[src/rtl/pkt_pkg.sv]
package pkt_pkg;
  typedef enum logic [1:0] {
    OP_ADD  = 2'b00,
    OP_SUB  = 2'b01,
    OP_HADD = 2'b10,
    OP_HSUB = 2'b11
  } pkt_op_e;

  typedef enum logic [1:0] {
    LW_NONE = 2'd0,
    LW_8    = 2'd1,
    LW_16   = 2'd2,
    LW_32   = 2'd3
  } lane_w_e;

  typedef struct packed {
    lane_w_e lw;
    logic    sgn;
  } lane_cfg_t;

  // first register number of each bank; order is behaviour
  localparam int unsigned BANK_SB = 2;
  localparam int unsigned BANK_UB = 8;
  localparam int unsigned BANK_SH = 16;
  localparam int unsigned BANK_UH = 24;
  localparam int unsigned BANK_UW = 30;
endpackage

[src/rtl/pkt_bank_decode.sv]
module pkt_bank_decode
  import pkt_pkg::*;
#(
  parameter int IDX_W = 5
) (
  input  logic [IDX_W-1:0] reg_idx_i,
  output lane_cfg_t        cfg_o
);
  always_comb begin
    cfg_o.lw  = LW_NONE;
    cfg_o.sgn = 1'b0;
    if (32'(reg_idx_i) < BANK_SB) begin
      cfg_o.lw = LW_NONE;
    end else if (32'(reg_idx_i) < BANK_UB) begin
      cfg_o.lw  = LW_8;
      cfg_o.sgn = 1'b1;
    end else if (32'(reg_idx_i) < BANK_SH) begin
      cfg_o.lw = LW_8;
    end else if (32'(reg_idx_i) < BANK_UH) begin
      cfg_o.lw  = LW_16;
      cfg_o.sgn = 1'b1;
    end else if (32'(reg_idx_i) < BANK_UW) begin
      cfg_o.lw = LW_16;
    end else begin
      cfg_o.lw = LW_32;
    end
  end
endmodule

[src/rtl/pkt_lane_alu.sv]
module pkt_lane_alu #(
  parameter int W = 8
) (
  input  logic [W-1:0] a_i,
  input  logic [W-1:0] b_i,
  input  logic         sgn_i,
  input  logic         sub_i,
  input  logic         halve_i,
  input  logic         sat_i,
  output logic [W-1:0] y_o
);
  logic [W:0] ea, eb, full;
  logic       s_ovf;

  assign ea    = {sgn_i & a_i[W-1], a_i};
  assign eb    = {sgn_i & b_i[W-1], b_i};
  assign full  = sub_i ? (ea - eb) : (ea + eb);
  assign s_ovf = full[W] ^ full[W-1];

  always_comb begin
    y_o = full[W-1:0];
    if (halve_i) begin
      y_o = full[W:1];
    end else if (sat_i) begin
      if (sgn_i) begin
        if (s_ovf) y_o = full[W] ? {1'b1, {(W-1){1'b0}}} : {1'b0, {(W-1){1'b1}}};
      end else if (full[W]) begin
        // carry on add -> all ones, borrow on sub -> zero
        y_o = sub_i ? '0 : '1;
      end
    end
  end
endmodule

[src/rtl/pkt_lane_array.sv]
module pkt_lane_array #(
  parameter int DATA_W = 32,
  parameter int LANE_W = 8
) (
  input  logic [DATA_W-1:0] a_i,
  input  logic [DATA_W-1:0] b_i,
  input  logic              sgn_i,
  input  logic              sub_i,
  input  logic              halve_i,
  input  logic              sat_i,
  output logic [DATA_W-1:0] y_o
);
  localparam int N_LANES = DATA_W / LANE_W;

  for (genvar i = 0; i < N_LANES; i++) begin : g_lane
    pkt_lane_alu #(.W(LANE_W)) u_lane (
      .a_i    (a_i[i*LANE_W +: LANE_W]),
      .b_i    (b_i[i*LANE_W +: LANE_W]),
      .sgn_i  (sgn_i),
      .sub_i  (sub_i),
      .halve_i(halve_i),
      .sat_i  (sat_i),
      .y_o    (y_o[i*LANE_W +: LANE_W])
    );
  end
endmodule

[src/rtl/pkt_alu_top.sv]
module pkt_alu_top
  import pkt_pkg::*;
#(
  parameter int DATA_W = 32,
  parameter int IDX_W  = 5
) (
  input  logic              clk_i,
  input  logic              rst_ni,
  input  logic [1:0]        op_i,
  input  logic [1:0]        mode_i,
  input  logic [IDX_W-1:0]  reg_idx_i,
  input  logic [DATA_W-1:0] opa_i,
  input  logic [DATA_W-1:0] opb_i,
  output logic [DATA_W-1:0] res_o,
  output logic              legal_o
);
  lane_cfg_t         cfg;
  logic              sub, halve, sat, legal_d;
  logic [DATA_W-1:0] y8, y16, y32, sel;

  pkt_bank_decode #(.IDX_W(IDX_W)) u_dec (
    .reg_idx_i(reg_idx_i),
    .cfg_o    (cfg)
  );

  assign sub     = op_i[0];
  assign halve   = op_i[1];
  assign sat     = (mode_i == 2'b01) && !halve;
  assign legal_d = (cfg.lw != LW_NONE) && !mode_i[1];

  pkt_lane_array #(.DATA_W(DATA_W), .LANE_W(8)) u_b (
    .a_i(opa_i), .b_i(opb_i), .sgn_i(cfg.sgn), .sub_i(sub),
    .halve_i(halve), .sat_i(sat), .y_o(y8)
  );
  pkt_lane_array #(.DATA_W(DATA_W), .LANE_W(16)) u_h (
    .a_i(opa_i), .b_i(opb_i), .sgn_i(cfg.sgn), .sub_i(sub),
    .halve_i(halve), .sat_i(sat), .y_o(y16)
  );
  pkt_lane_array #(.DATA_W(DATA_W), .LANE_W(32)) u_w (
    .a_i(opa_i), .b_i(opb_i), .sgn_i(cfg.sgn), .sub_i(sub),
    .halve_i(halve), .sat_i(sat), .y_o(y32)
  );

  always_comb begin
    unique case (cfg.lw)
      LW_8:    sel = y8;
      LW_16:   sel = y16;
      LW_32:   sel = y32;
      default: sel = '0;
    endcase
  end

  always_ff @(posedge clk_i or negedge rst_ni) begin
    if (!rst_ni) begin
      res_o   <= '0;
      legal_o <= 1'b0;
    end else begin
      res_o   <= legal_d ? sel : '0;
      legal_o <= legal_d;
    end
  end
endmodule

[config.mk]
export PLATFORM = sky130hd
export DESIGN_NAME = pkt_alu_top
export DESIGN_NICKNAME = d
export VERILOG_FILES = /design/src/rtl/pkt_pkg.sv /design/src/rtl/pkt_bank_decode.sv /design/src/rtl/pkt_lane_alu.sv /design/src/rtl/pkt_lane_array.sv /design/src/rtl/pkt_alu_top.sv
export SDC_FILE = /design/constraint.sdc
export NUM_CORES = 1
export LEC_CHECK = 0
export BUFFER_PORTS_ARGS = -buffer_cell sky130_fd_sc_hd__buf_2
export CELL_PAD_IN_SITES_DETAIL_PLACEMENT = 0
export CELL_PAD_IN_SITES_GLOBAL_PLACEMENT = 2
export CORE_ASPECT_RATIO = 1.1
export CORE_MARGIN = 2
export CORE_UTILIZATION = 37
export CTS_CLUSTER_SIZE = 8
export DETAILED_ROUTE_END_ITERATION = 16
export GPL_TIMING_DRIVEN = 0
export MAX_ROUTING_LAYER = met4
export PLACE_DENSITY = 0.95
export REMOVE_ABC_BUFFERS = 1
export SLEW_MARGIN = 20
export SYNTH_ARGS = -nofsm -noshare
export SYNTH_HDL_FRONTEND = slang
export SYNTH_SLANG_ARGS = --single-unit
[constraint.sdc]
create_clock -name clk_i -period 0.8 [get_ports clk_i]
set_input_delay 0.08 -clock clk_i [delete_from_list [all_inputs] [get_ports clk_i]]
set_output_delay 0.08 -clock clk_i [all_outputs]
set_load 0.1 [all_outputs]
==> out/metrics.csv <==
metric;value;unit
die_height;161.4;um
final_max_slew_viol_count;0;
drt_iter0_markers;680;
wl;34.13;mm
synth_top_area_frac;0.1141;
synth_fa_ha_area_frac;0.1237;
setup_ws;-3.561;ns
routedWlPerCell;21.09;um
syn_area_per_cell;6.914;um^2
p_sw;11830;uW
comb_power_share;0.791;
dieArea;23740;um^2
synth.distinct_cells;83;
setup-violations-final;66;
drive_gt1_frac;0.2625;
power_switching_share;0.5468;
vdd_ir_drop_max;0.8297;mV
muxShareOfSynthArea;0.01532;
hold_ws;-0.1110;ns
clockBufferDepth;2;
overflow;0;
rsz0062_at_grt;yes;
antenna_found_initial;1;
cts_tree;yes;
syn2layout_area_growth;32.26;%
worst_pin_slew;1.090;ns
fin_crit_sh;5.451;
relSlewSlack;0.2732;
initial_core_util;0.3769;
nFillCells;2227;
yosysWarnings;0;
p_int;9802;uW
yosys.area_share.simple;0.2226;
cp.arrival;4.56;ns
vias;9957;
synth_area;8332;um^2
synth-edff-count;0;
grt_pass1_vias;9494;
synth_largest_area_cell;ha_1;
root_buffer;clkbuf_16;
grt_max_degree;58;
ys_top_cells_by_area;ha_1 11%, dfrtp_1 9.9%, xnor2_1 8.9%, a21oi_1 7.9%, nor2_1 6.3%;
clkSinkCount;33;
hold_viol_final;33;
fp-row-count;57;
vias_per_cell;6.154;
start_kind;primary input;
place_hpwl;25.12;mm
cap_violations;0;
pin_count;108;
clkPwrFrac;0.108;
io_buffers;106;
critical_path_class;in2reg;
power;21630;uW
min_path_type;in2async;
layout_min_cycle_time;4.361;ns
grt_pass1_wl;52.19;mm
drt_pass1_iterations;5;
synth_top_family_by_area;compound AO/OA/AOI/OAI gates;
cp-end-kind;register;
status;finished with violations;
p_leak;0.004488;uW
p_seq_frac;0.101;
cts_made_buffers;5;
synth_top_cells_by_count;140 x nor2_1, 131 x a21oi_1, 100 x nand2_1;
synth_ff_type;dfrtp_1;
power_density;1963;nW/um^2
htree_num_levels;2;
core_area;22110;um^2
seq_area_frac_synth;0.09911;
drc;0;
synth_compound_area_frac;0.3507;
ys_seq_elements;33;
async_flop_share;1.000;
layout.nets;1476;
crit_fanout;6;
cts.clk_slew.worst_paths;0.06;ns
max_freq;229.3;MHz
synthCells;1205;
synth_most_common_cell;nor2_1;
postRouteAntennaNets;0;
synth-xor-area-share;0.1392;
die_w;147.1;um
worst-endpoint-required;1.00;ns
grt_usage;0.2846;
place.gp.congestion;0.9860;
violations;hold timing, setup timing;
## metrics by stage
stage | utilization | cells | TNS [ns] | setup slack [ns] | area [um^2]
3_5_place_dp | 0.4095 | 1547 | -159.22 | -5.107 | 9054
4_1_cts | 0.4757 | 1603 | -115.96 | -3.579 | 10520
5_1_grt | 0.4984 | 1618 | -120.66 | -3.699 | 11020
6_report | 0.4984 | 1618 | -115.69 | -3.561 | 11020
2_1_floorplan | - | 1144 | -118.33 | -3.779 | 8097
3_3_place_gp | 0.4069 | 1545 | -170.12 | -5.697 | 8996
## worst max-delay path, stage by stage
cell and delay, ns:
buf_6 0.09, or4_4 0.55, nor3_4 0.28, nand4_1 0.16
buf_6 0.18, nor3b_4 0.27, and2_4 0.23, a21oi_4 0.06
xnor2_2 0.23, ha_4 0.25, a21o_1 0.16, a31o_4 0.21
a221oi_2 0.19, o21ai_1 0.12, a21oi_2 0.17, buf_6 0.15
xnor2_4 0.17, buf_6 0.16, mux2i_4 0.24, buf_6 0.15
nand2_4 0.05, and2_4 0.18, a211oi_2 0.21
## sequential cells by signal (all words and copies together), names as in the netlist
register / flops
legal_o: 1
res_o: 32
## final timing paths
path	startpoint	endpoint	slack [ns]	cells after the start
max	opb_i[4]	res_o[1]$_DFF_PN0_	-3.56	23
min	rst_ni	res_o[16]$_DFF_PN0_	-0.11	1
max in group asynchronous	rst_ni	res_o[8]$_DFF_PN0_	0.37	1
min in group clk_i	mode_i[1]	legal_o$_DFF_PN0_	0.35	3
## cells in the final DEF, fill, tap and decap left out, types with 9 or more instances in the layout
| cell | n |
|---|---|
| nor2_1 | 118 |
| a21oi_1 | 115 |
| nand2_1 | 97 |
| xnor2_1 | 77 |
| o21ai_0 | 77 |
| buf_2 | 65 |
| ha_1 | 60 |
| buf_4 | 47 |
| inv_1 | 42 |
| xor2_1 | 34 |
| dfrtp_1 | 33 |
| buf_8 | 27 |
| nor3_1 | 24 |
| buf_6 | 24 |
| nand3_1 | 23 |
| a21o_1 | 23 |
| o22ai_1 | 21 |
| a31oi_1 | 17 |
| nor2_2 | 17 |
| o211ai_1 | 15 |
| nand2b_1 | 13 |
| a211oi_1 | 13 |
| a21oi_2 | 12 |
| o21a_1 | 12 |
| o21ai_2 | 11 |
| and2_1 | 10 |
| and3_1 | 10 |
| o221ai_1 | 10 |
| nand4_1 | 9 |
| nor2b_1 | 9 |
| a211oi_2 | 9 |
| a22oi_1 | 9 |
## final cells by class
class / instances / area (um^2) / area share
timing repair buffer: 169 / 1474 / 0.1338
multi-input combinational: 1065 / 7979 / 0.7241
clock buffer: 7 / 142.6 / 0.01294
sequential: 33 / 825.8 / 0.07494
antenna: 1 / 2.502 / 0.0002271
inverter: 47 / 196.4 / 0.01783
clock inverter: 1 / 30.03 / 0.002725
tap: 295 / 369.1 / 0.03350
## cells by family after synthesis
logic type,after synthesis
XOR/XNOR,127
multiplexers,11
flip-flops,33
AND/OR/NAND/NOR,393
buffers and inverters,108
adder cells (fa/ha/maj),80
AO/OA/AOI/OAI,453
## power groups by stage
| stage | registers (uW) | logic [uW] | clock network (uW) |
|---|---|---|---|
| finish | 2180 | 17100 | 2330 |
| global route | 2210 | 18200 | 2410 |
| CTS | 2160 | 16000 | 2340 |
| detailed placement | 2070 | 13800 | 0 |
| global placement | 2070 | 13700 | 0 |
| floorplan | 4260 | 8070 | 0 |
## layer usage
| metal | routed length [um] | GRT usage |
|---|---|---|
| met5 | 0 | - |
| met4 | 1461 | 0.1180 |
| met3 | 2380 | 0.02853 |
| met2 | 16400 | 0.4781 |
| met1 | 13880 | 0.3499 |
## repair_timing
item                                    in CTS  in global routing
resized for setup                          233                 91
pin swaps                                   75                 52
hold endpoints to repair                    33                 33
cloned                                       1                  0
setup buffers                               47                 15
endpoints found under the setup margin      66                 66
Note: power is estimated with default switching activity, not from simulation.
